--- src/rtl/dacbuf_pkg.sv ---
package dacbuf_pkg;
  localparam int SEG_BITS = 4;
  localparam int SEG_NUM  = (1 << SEG_BITS) - 1;

  typedef enum logic [2:0] {
    OP_IDLE,
    OP_CLEAR,
    OP_LOAD_IN,
    OP_LOAD_DAC,
    OP_BOTH
  } reg_op_e;
endpackage

--- src/rtl/dacbuf_align.sv ---
module dacbuf_align #(
  parameter int          WIDTH   = 8,
  parameter int          STAGES  = 2,
  parameter logic [WIDTH-1:0] RST_VAL = '0
) (
  input  logic             clk,
  input  logic             rst,
  input  logic [WIDTH-1:0] d,
  output logic [WIDTH-1:0] q
);
  logic [WIDTH-1:0] stage [STAGES];

  for (genvar i = 0; i < STAGES; i++) begin : g_stage
    if (i == 0) begin : g_first
      always_ff @(posedge clk) begin
        if (rst) stage[i] <= RST_VAL;
        else     stage[i] <= d;
      end
    end else begin : g_next
      always_ff @(posedge clk) begin
        if (rst) stage[i] <= RST_VAL;
        else     stage[i] <= stage[i-1];
      end
    end
  end

  assign q = stage[STAGES-1];
endmodule

--- src/rtl/dacbuf_regs.sv ---
module dacbuf_regs
  import dacbuf_pkg::*;
#(
  parameter int DATA_W = 16
) (
  input  logic              clk,
  input  logic              rst,
  input  logic              rst_mid,
  input  logic              wr_s,
  input  logic              ld_s,
  input  logic              clr_s,
  input  logic              mid_s,
  input  logic [DATA_W-1:0] din_s,
  output logic [DATA_W-1:0] inp_q,
  output logic [DATA_W-1:0] dac_q
);
  localparam logic [DATA_W-1:0] CODE_MID  = {1'b1, {(DATA_W-1){1'b0}}};
  localparam logic [DATA_W-1:0] CODE_ZERO = '0;

  reg_op_e          op;
  logic [DATA_W-1:0] clr_code;
  logic [DATA_W-1:0] rst_code;

  assign clr_code = mid_s   ? CODE_MID : CODE_ZERO;
  assign rst_code = rst_mid ? CODE_MID : CODE_ZERO;

  always_comb begin
    if (!clr_s)               op = OP_CLEAR;
    else if (!wr_s && ld_s)   op = OP_BOTH;
    else if (!wr_s)           op = OP_LOAD_IN;
    else if (ld_s)            op = OP_LOAD_DAC;
    else                      op = OP_IDLE;
  end

  always_ff @(posedge clk) begin
    if (rst) begin
      inp_q <= rst_code;
      dac_q <= rst_code;
    end else begin
      case (op)
        OP_CLEAR: begin
          inp_q <= clr_code;
          dac_q <= clr_code;
        end
        OP_BOTH: begin
          inp_q <= din_s;
          dac_q <= inp_q;
        end
        OP_LOAD_IN:  inp_q <= din_s;
        OP_LOAD_DAC: dac_q <= inp_q;
        default: ;
      endcase
    end
  end
endmodule

--- src/rtl/dacbuf_seg.sv ---
module dacbuf_seg
  import dacbuf_pkg::*;
#(
  parameter int DATA_W = 16
) (
  input  logic                     clk,
  input  logic                     rst,
  input  logic [DATA_W-1:0]        code,
  output logic [SEG_NUM-1:0]       seg_en,
  output logic [DATA_W-SEG_BITS-1:0] bin_sw
);
  localparam int BIN_W = DATA_W - SEG_BITS;

  logic [SEG_BITS-1:0] top;
  logic [SEG_NUM-1:0]  seg_d;

  assign top = code[DATA_W-1 -: SEG_BITS];

  for (genvar k = 1; k <= SEG_NUM; k++) begin : g_seg
    assign seg_d[k-1] = (top >= SEG_BITS'(k));
  end

  always_ff @(posedge clk) begin
    if (rst) begin
      seg_en <= '0;
      bin_sw <= '0;
    end else begin
      seg_en <= seg_d;
      bin_sw <= code[BIN_W-1:0];
    end
  end
endmodule

--- src/rtl/dacbuf_top.sv ---
module dacbuf_top
  import dacbuf_pkg::*;
#(
  parameter int DATA_W = 16
) (
  input  logic                       clk,
  input  logic                       rst,
  input  logic                       wr_n,
  input  logic                       ld,
  input  logic                       clr_n,
  input  logic                       mid_sel,
  input  logic [DATA_W-1:0]          din,
  output logic [DATA_W-1:0]          dac_q,
  output logic [SEG_NUM-1:0]         seg_en,
  output logic [DATA_W-SEG_BITS-1:0] bin_sw
);
  localparam int ALN_W = DATA_W + 4;
  localparam logic [ALN_W-1:0] ALN_RST = {1'b1, 1'b0, 1'b1, 1'b0, {DATA_W{1'b0}}};

  logic [ALN_W-1:0]  aln_d;
  logic [ALN_W-1:0]  aln_q;
  logic              wr_s;
  logic              ld_s;
  logic              clr_s;
  logic              mid_s;
  logic [DATA_W-1:0] din_s;
  logic [DATA_W-1:0] inp_r;
  logic [DATA_W-1:0] dac_r;

  assign aln_d = {clr_n, mid_sel, wr_n, ld, din};
  assign {clr_s, mid_s, wr_s, ld_s, din_s} = aln_q;

  dacbuf_align #(
    .WIDTH  (ALN_W),
    .STAGES (2),
    .RST_VAL(ALN_RST)
  ) u_align (
    .clk(clk),
    .rst(rst),
    .d  (aln_d),
    .q  (aln_q)
  );

  dacbuf_regs #(.DATA_W(DATA_W)) u_regs (
    .clk    (clk),
    .rst    (rst),
    .rst_mid(mid_sel),
    .wr_s   (wr_s),
    .ld_s   (ld_s),
    .clr_s  (clr_s),
    .mid_s  (mid_s),
    .din_s  (din_s),
    .inp_q  (inp_r),
    .dac_q  (dac_r)
  );

  dacbuf_seg #(.DATA_W(DATA_W)) u_seg (
    .clk   (clk),
    .rst   (rst),
    .code  (dac_r),
    .seg_en(seg_en),
    .bin_sw(bin_sw)
  );

  assign dac_q = dac_r;
endmodule

--- config.mk ---
export PLATFORM = sky130hd
export DESIGN_NAME = dacbuf_top
export DESIGN_NICKNAME = d
export VERILOG_FILES = /design/src/rtl/dacbuf_pkg.sv /design/src/rtl/dacbuf_align.sv /design/src/rtl/dacbuf_regs.sv /design/src/rtl/dacbuf_seg.sv /design/src/rtl/dacbuf_top.sv
export SDC_FILE = /design/constraint.sdc
export NUM_CORES = 1
export LEC_CHECK = 0
export CAP_MARGIN = 10
export CORE_MARGIN = 2
export CORE_UTILIZATION = 45
export DETAILED_ROUTE_END_ITERATION = 8
export PLACE_DENSITY = 0.71
export SLEW_MARGIN = 0
export SYNTH_ARGS = -nofsm -noshare
export SYNTH_HDL_FRONTEND = slang
export SYNTH_SLANG_ARGS = --single-unit
--- constraint.sdc ---
create_clock -name clk -period 1.7 [get_ports clk]
set_clock_uncertainty 0.05 [all_clocks]
set_input_delay 0.34 -clock clk [delete_from_list [all_inputs] [get_ports clk]]
set_output_delay 0.34 -clock clk [all_outputs]
set_load 0.03 [all_outputs]
* Word level (Yosys, flattened, before mapping) *
Memory sizes are Yosys's and may differ from the RTL's.
Cells that the tools add are included.

word-level totals
  register bits after elaboration = 59
  RAM bits = 40
  input port bits = 22
  output and inout port bits = 43
  word-level logic and storage cells = 47
  memories = 1

cells by class
  order comparisons = 15
  equality and inequality tests = 4
  mux-type cells = 15
  bitwise operators = 2
  reductions and logical operators = 6

memories
  name           depth  bits a word  read ports  clocked after Yosys merged registers in  write ports  line                RTL
  u_align.stage  2      20           2           0                                        2            dacbuf_align.sv:11  logic [WIDTH-1:0] stage [STAGES];

operators by type and width
  cell                                                                number
  two-way mux 16 bit                                                  4
  one-hot mux 16 bit (2 select lines)                                 2
  two-way mux 20 bit                                                  2
  greater-or-equal comparator 4 bit (second input constant)           8
  greater-or-equal comparator 4 x 3 -> 1 bit (second input constant)  4
  two-way mux 3 bit                                                   3
  greater-or-equal comparator 4 x 2 -> 1 bit (second input constant)  2
  == test 3 x 2 -> 1 bit (second input constant)                      2
  nonzero test 3 bit                                                  2
  greater-or-equal comparator 4 x 1 -> 1 bit (second input constant)  1
  OR reduction 2 bit                                                  2
  == test 3 x 1 -> 1 bit (second input constant)                      1
  == test 3 bit (second input constant)                               1
  two-way mux 1 bit                                                   3
  two-way mux 2 bit                                                   1
  bitwise OR 1 bit                                                    2
  logical AND 1 bit                                                   1
  zero test 1 bit                                                     1

* Logic depth before layout (Yosys ltp) *
Gate-level depths: netlist (run 1).
An unclocked memory read counts as a cell.

  word-level depth = 9
  depth in mapped cells = 6
  depth with buffers taken out = 5

* Hierarchy *
Synthesis (run 1) repeated with hierarchy kept, for this count alone.

unflattened totals
  cell total of the unflattened synthesis = 244
  area, all modules = 3216.8 um^2

by module, submodules not included
  module        times used  cells each  area an instance (um^2)  seq. area each (um^2)
  dacbuf_regs   1           91          1371.3                   960.9
  dacbuf_align  1           84          1077.3                   800.8
  dacbuf_seg    1           69          768.2                    540.5

* Worst setup path after synthesis (run 1) *
No wires, ideal clock.

  path kind = reg2reg
  start point = mem u_align.stage[1][16] (netlist name)
  end point = reg u_regs.inp_q[0] (enable)
  library setup time = 0.375 ns
  data arrival time = 1.303 ns
  required time = 1.275 ns
  slack = -0.028 ns
  cell stages (with the launch flop) = 5
  buffers on the path = 0
  period minus slack after synthesis = 1.728 ns
  cell sequence = dfxtp_1 ha_1 o21ai_0 o21ai_0 nand2b_1

RTL lines
  what                  line                RTL
  start, declared       dacbuf_align.sv:11
  end signal, assigned  dacbuf_regs.sv:37   inp_q <= rst_code;
  end signal, assigned  dacbuf_regs.sv:42   inp_q <= clr_code;
  end signal, assigned  dacbuf_regs.sv:46   inp_q <= din_s;
  end, declared         dacbuf_regs.sv:14   output logic [DATA_W-1:0] inp_q,

==> results of run 1 <==
[flip-flops by register name (all words and copies together) (netlist names)]
register / count
u_align.stage: 40
u_regs.dac_q: 16
u_regs.inp_q: 16
u_seg.bin_sw: 12
u_seg.seg_en: 15
[cell usage in the layout, fill, tap and decap left out, drive strengths merged]
cell type,count
a21boi,1
a21oi,7
a311oi,2
and2,31
and3,2
buf,10
clkbuf,12
clkdlybuf4s50,20
clkinv,3
dfxtp,67
dlygate4sd2,43
edfxtp,32
ha,2
inv,7
nand2b,3
nor2,13
nor2b,49
nor3,3
nor3b,1
o21ai,3
o31a,1
or2,4
or3,1
xnor2,1
xor2,1
[cells by family after synthesis]
kind of cell	count (synthesis)
AO/OA/AOI/OAI	14
XOR/XNOR	2
adder cells (fa/ha/maj)	2
buffers and inverters	15
flip-flops	99
AND/OR/NAND/NOR	107
[cells in the mapped netlist]
master    number  share of area [%]
buf_2          2               0.32
or3_1          1               0.20
nand2b_1       3               0.60
and2_1        31                6.2
nor3_2         1               0.32
a21boi_0       1               0.24
nor3b_1        1               0.24
a21oi_1        7                1.1
nor2b_1       49                9.8
o31a_1         1               0.28
nor2_1        13                1.6
nor3_1         2               0.32
inv_1          6               0.72
clkbuf_1       7               0.84
or2_2          4               0.80
o21ai_0        3               0.48
and3_1         2               0.40
xnor2_1        1               0.28
edfxtp_1      32                 31
a311oi_1       2               0.56
dfxtp_1       67                 43
xor2_1         1               0.28
ha_1           2               0.80
[power groups by stage]
stage          Clock (mW)  Combinational, mW  Sequential [mW]
3_3_place_gp            0              0.468             2.68
2_1_floorplan           0              0.135             2.81
4_1_cts              1.53              0.449             2.63
3_5_place_dp            0              0.477             2.68
6_report             1.50              0.456             2.62
5_1_grt              1.61              0.489             2.64
[timing repair]
| action | in CTS | in global routing |
|---|---|---|
| setup endpoints to repair | 69 | 47 |
| resized for setup | 45 | 5 |
| setup buffers | 1 | 1 |
| pin swaps | 0 | 1 |
[through the flow]
| step | TNS [ns] | hold slack [ns] | total power, mW | area [µm²] |
|---|---|---|---|---|
| after floorplan | 0 | 0.339 | 2.95 | 3130 |
| after global placement | 0 | 0.345 | 3.15 | 3880 |
| after detailed placement | -0.523 | 0.359 | 3.16 | 3880 |
| after CTS | 0 | 0.320 | 4.60 | 4080 |
| after global routing | 0 | 0.338 | 4.74 | 4110 |
| final | 0 | 0.331 | 4.58 | 4110 |
[per-layer routing]
metal | vias up | global-route usage [%]
met3 | 7 | 2.94
met4 | 0 | 8.39
met1 | 749 | 12.0
met2 | 53 | 18.7
li1 | 919 | -
met5 | - | 0
[worst reg2reg max path, delay by kind of cell, from the launching register on]
family | cells | cell delay (ns)
AND/OR/NAND/NOR | 2 | 0.41
buffers and inverters | 2 | 0.22
adder cells (fa/ha/maj) | 1 | 0.37
flip-flops | 1 | 0.34
[cell type report]
cell class,count,area (µm²)
well taps,80,100
fillers,570,2640
clock buffers,12,188
multi-input cells,125,796
clock inverters,4,27.5
repair buffers,73,678
flip-flops and latches,99,2300
inverters,6,22.5
[path summary, 6_finish.rpt]
check | start | to | slack (ns)
hold / removal | rst | u_regs.dac_q[15] | 0.33
setup / recovery | u_align.stage[1][17] | u_regs.dac_q[5] | 0.05
setup reg to reg | u_align.stage[1][17] | u_regs.dac_q[5] | 0.05
hold reg to reg | u_align.stage[0][19] | u_align.stage[1][19] | 0.38
==> qor.yml, run 1 <==
cp.depth: 5
final_util_pct: 60.9
synth-simple-area-share_pct: 20.4
pwr-share-clk_pct: 32.8
cts_hold_buf: 0
finalMaxSlewViolations: 0
wl_mm: 4.10
grt_pass1_wl_mm: 6.41
cp_top_family: "simple AND/OR/NAND/NOR gates"
ys_seq_area_share_pct: 73.6
max_freq_mhz: 607
io_buffers: 64
cts.path.max_buffers: 2
clock_sinks: 99
p_sw_share_pct: 22.9
highest_layer: "met4"
htreeDepth: 3
hold-path-cell-count: 3
nets: 338
overflow: 0
cts_tree: "done"
wl_met3_um: 228
ir_worst_vdd_mv: 0.415
powerDensity_mw_per_mm2: 1110
core.rowCount: 30
power_leakage_nw: 1.79
via_per_inst: 4.33
syn-cell-area_mm2: 0.00313
critPathKind: "reg -> reg"
initial_core_util_pct: 46.3
final.min_clock_period_ns: 1.65
die_area_mm2: 0.00763
grt_pass1_vias: 1507
worstPathCellList: "inv_1 -> ha_2 -> nor3b_1 -> or3_1 -> buf_6"
slew_headroom_pct: 76.0
drtPass1Iterations: 4
wl_met1_mm: 1.80
synth_xor_area_share_pct: 0.560
comb_power_share_pct: 10.0
ios: 65
avgSynthCellArea_um2: 13.1
clk_pin_slew_worst_paths_ns: 0.09
dp_hpwl_mm: 2.87
slowest_delay_ns: 0.37
place_ws_ns: -0.0490
worstPathArrival_ns: 1.70
synth_mux_area_share_pct: 0
synth_adder_area_share_pct: 0.800
cap_violations: 0
drt_iter0_drc: 49
drcViolationCount: 0
synth_fp_nets: 263
core_area_mm2: 0.00676
status: "finished, final reports clean"
finalNonFillerCells: 399
wl_met2_mm: 1.96
synth_top_family_by_area: "simple AND/OR/NAND/NOR gates"
place_inst: 381
synth_compound_area_share_pct: 2.68
die_h_um: 87.4
tightest_slew_ns: 0.360
yosysUniqueCellTypes: 23
cp_max_fo: 16
crit_required_ns: 1.75
vias: 1728
syn_inst: 239
ys.warnings.count: 0
layout-drive-gt1-share_pct: 11.6
p_switching_mw: 1.05
synth-seq-cells: 99
die_w_um: 87.4
rsz0062_at_grt: "no"
cts_buffers: 9
period_share_pct: 96.9
grt_max_degree: 42
cts-root-buf: "clkbuf_8"
crit_slowest_cell: "ha_2"
hold_violations: 0
area_growth_syn_to_layout_pct: 31.6
globalplace.congestion: 0.787
end_kind: "flip-flop"
layout_setup_ws_ns: 0.0521
ant_nets: 0
antenna_found_initial: 0
ff2ff_path_depth: 5
hp-class: "in -> reg"
start_kind: "flip-flop"
setup_viol: 0
post_drt_wl_per_cell_um: 10.3
grt_usage_pct: 11.1
clock_latency_ns: 0.35
critPathBufInv: 2
p_int_mw: 3.53
seq_power_share_pct: 57.3
antenna_cells: 0
Note: power is estimated with default switching activity, not from simulation.
==> inputs of run 2 (changes only) <==
Settings changed: CTS_CLUSTER_SIZE from default to 25.
==> results of run 2 <==
Same layout as run 1: the final DEF is identical, and so are final timing and power.
==> inputs of run 3 (changes only) <==
Settings changed: CORE_MARGIN 2 to default, SLEW_MARGIN 0 to 40.
==> run 3 against run 2 <==
Effect of this change: non-clock buffer count unchanged; via count stayed put; sequential power barely moved; largest cell class unchanged.
==> qor.yml, run 3 (same netlist as run 1, synthesis figures left out) <==
drcViolationCount: 0
rsz0062_at_grt: "yes"
cp_top_family: "simple AND/OR/NAND/NOR gates"
drtPass1Iterations: 4
cts_tree: "done"
reg2reg_slack_ns: 0.09
htreeDepth: 3
die_area_mm2: 0.00729
slowest_delay_ns: 0.35
ir_worst_vdd_mv: 0.465
vias: 1728
critPathKind: "reg -> reg"
reg_top3: "u_align.stage x40, u_regs.dac_q x16, u_regs.inp_q x16"
max_freq_mhz: 622
end_kind: "flip-flop"
drt_iter0_drc: 44
multi_input_area_um2: 797
final_util_pct: 60.4
cp_max_fo: 16
dp_hpwl_mm: 2.79
final.min_clock_period_ns: 1.61
via_per_inst: 4.33
tightest_slew_ns: 0.589
period_share_pct: 94.6
tns_ns: 0
critPathBufInv: 2
core_area_mm2: 0.00676
cts.path.max_buffers: 2
grt_usage_pct: 12.5
crit_required_ns: 1.75
crit_slowest_cell: "dfxtp_1"
mostFrequentLayoutCell: "dfxtp_1"
start_kind: "flip-flop"
hp-class: "in -> reg"
layout_common_cells: "dfxtp_1 (67), nor2b_1 (49), dlygate4sd2_1 (43)"
worstPathCellList: "inv_1 -> ha_4 -> nor3b_1 -> or3_1 -> buf_4"
powerDensity_mw_per_mm2: 1070
grt_pass1_wl_mm: 6.92
ant_nets: 0
grt_max_degree: 47
cts_buffers: 9
antenna_found_initial: 0
regArea_mm2: 0.00230
io_buffers: 64
setup_viol: 0
grt_pass1_vias: 1611
layout-drive-gt1-share_pct: 10.7
cts_hold_buf: 0
clock_latency_ns: 0.35
clk_pin_slew_worst_paths_ns: 0.09
status: "finished, final reports clean"
area_growth_syn_to_layout_pct: 30.4
overflow: 0
nets: 338
wl_mm: 4.05
initial_core_util_pct: 46.3
cap_violations: 0
power_leakage_nw: 1.77
finalMaxSlewViolations: 0
cts-root-buf: "clkbuf_8"
clock_sinks: 99
slew_headroom_pct: 60.6
post_drt_wl_per_cell_um: 10.2
largest_reg_flops: 40
globalplace.congestion: 0.788
ios: 65
core.rowCount: 30
hold_violations: 0
n_fill_cell: 601
worstPathArrival_ns: 1.65
die_h_um: 85.4
die_w_um: 85.4
antenna_cells: 0
regMostFlops: "u_align.stage"
-- run 3: changes by cell type in the layout (fill, tap and decap cells not counted), sizes merged --
cell and change:
clkinv +2, clkbuf -2
-- run 3: cell type report --
class | count | share of cell area (%)
timing repair buffer | 73 | 16.8
tap | 80 | 2.45
clock buffer | 10 | 3.13
inverter | 6 | 0.552
clock inverter | 6 | 1.01
multi-input combinational | 125 | 19.5
sequential | 99 | 56.5
-- run 3: worst paths after layout --
| kind | startpoint | end | cells after the start |
|---|---|---|---|
| max | u_align.stage[1][17] | u_regs.dac_q[2] | 5 |
| min | rst | u_align.stage[0][18] | 3 |
| max reg2reg | u_align.stage[1][17] | u_regs.dac_q[2] | 5 |
| min reg2reg | u_align.stage[0][19] | u_align.stage[1][19] | 1 |
-- run 3: metrics by stage --
step	setup slack, ns	hold WS [ns]	instance area (µm²)	cells	power (mW)
6_report	0.0919	0.354	4080	399	4.36
5_1_grt	-0.00690	0.369	4080	399	4.56
4_1_cts	0.0108	0.350	4040	398	4.40
3_5_place_dp	-0.0692	0.350	3890	381	3.17
3_3_place_gp	0.0477	0.345	3890	381	3.15
2_1_floorplan	0.000317	0.339	3130	239	2.95
-- run 3: metal layers --
metal | vias up | GRT usage [%] | share of wire, %
met2 | 54 | 21.8 | 48
met4 | 0 | 9.55 | 3.0
met1 | 744 | 13.2 | 44
li1 | 919 | - | -
met5 | - | 0 | 0
met3 | 11 | 2.92 | 5.2
-- run 3: power breakdown --
group          internal, mW  switching [mW]
combinational         0.192           0.263
sequential             2.59          0.0388
clock                 0.535           0.742
-- run 3: worst reg2reg max path: stages, from the launching register on --
cell     delay [ns]
dfxtp_1        0.35
inv_1          0.07
ha_4           0.30
nor3b_1        0.05
or3_1          0.33
buf_4          0.21
-- run 3: repair_timing --
action | 4_1_cts | 5_1_grt
gates resized for setup | 45 | 3
setup buffers | 1 | 1
pin swaps | 0 | 1
setup endpoints to repair | 74 | 48
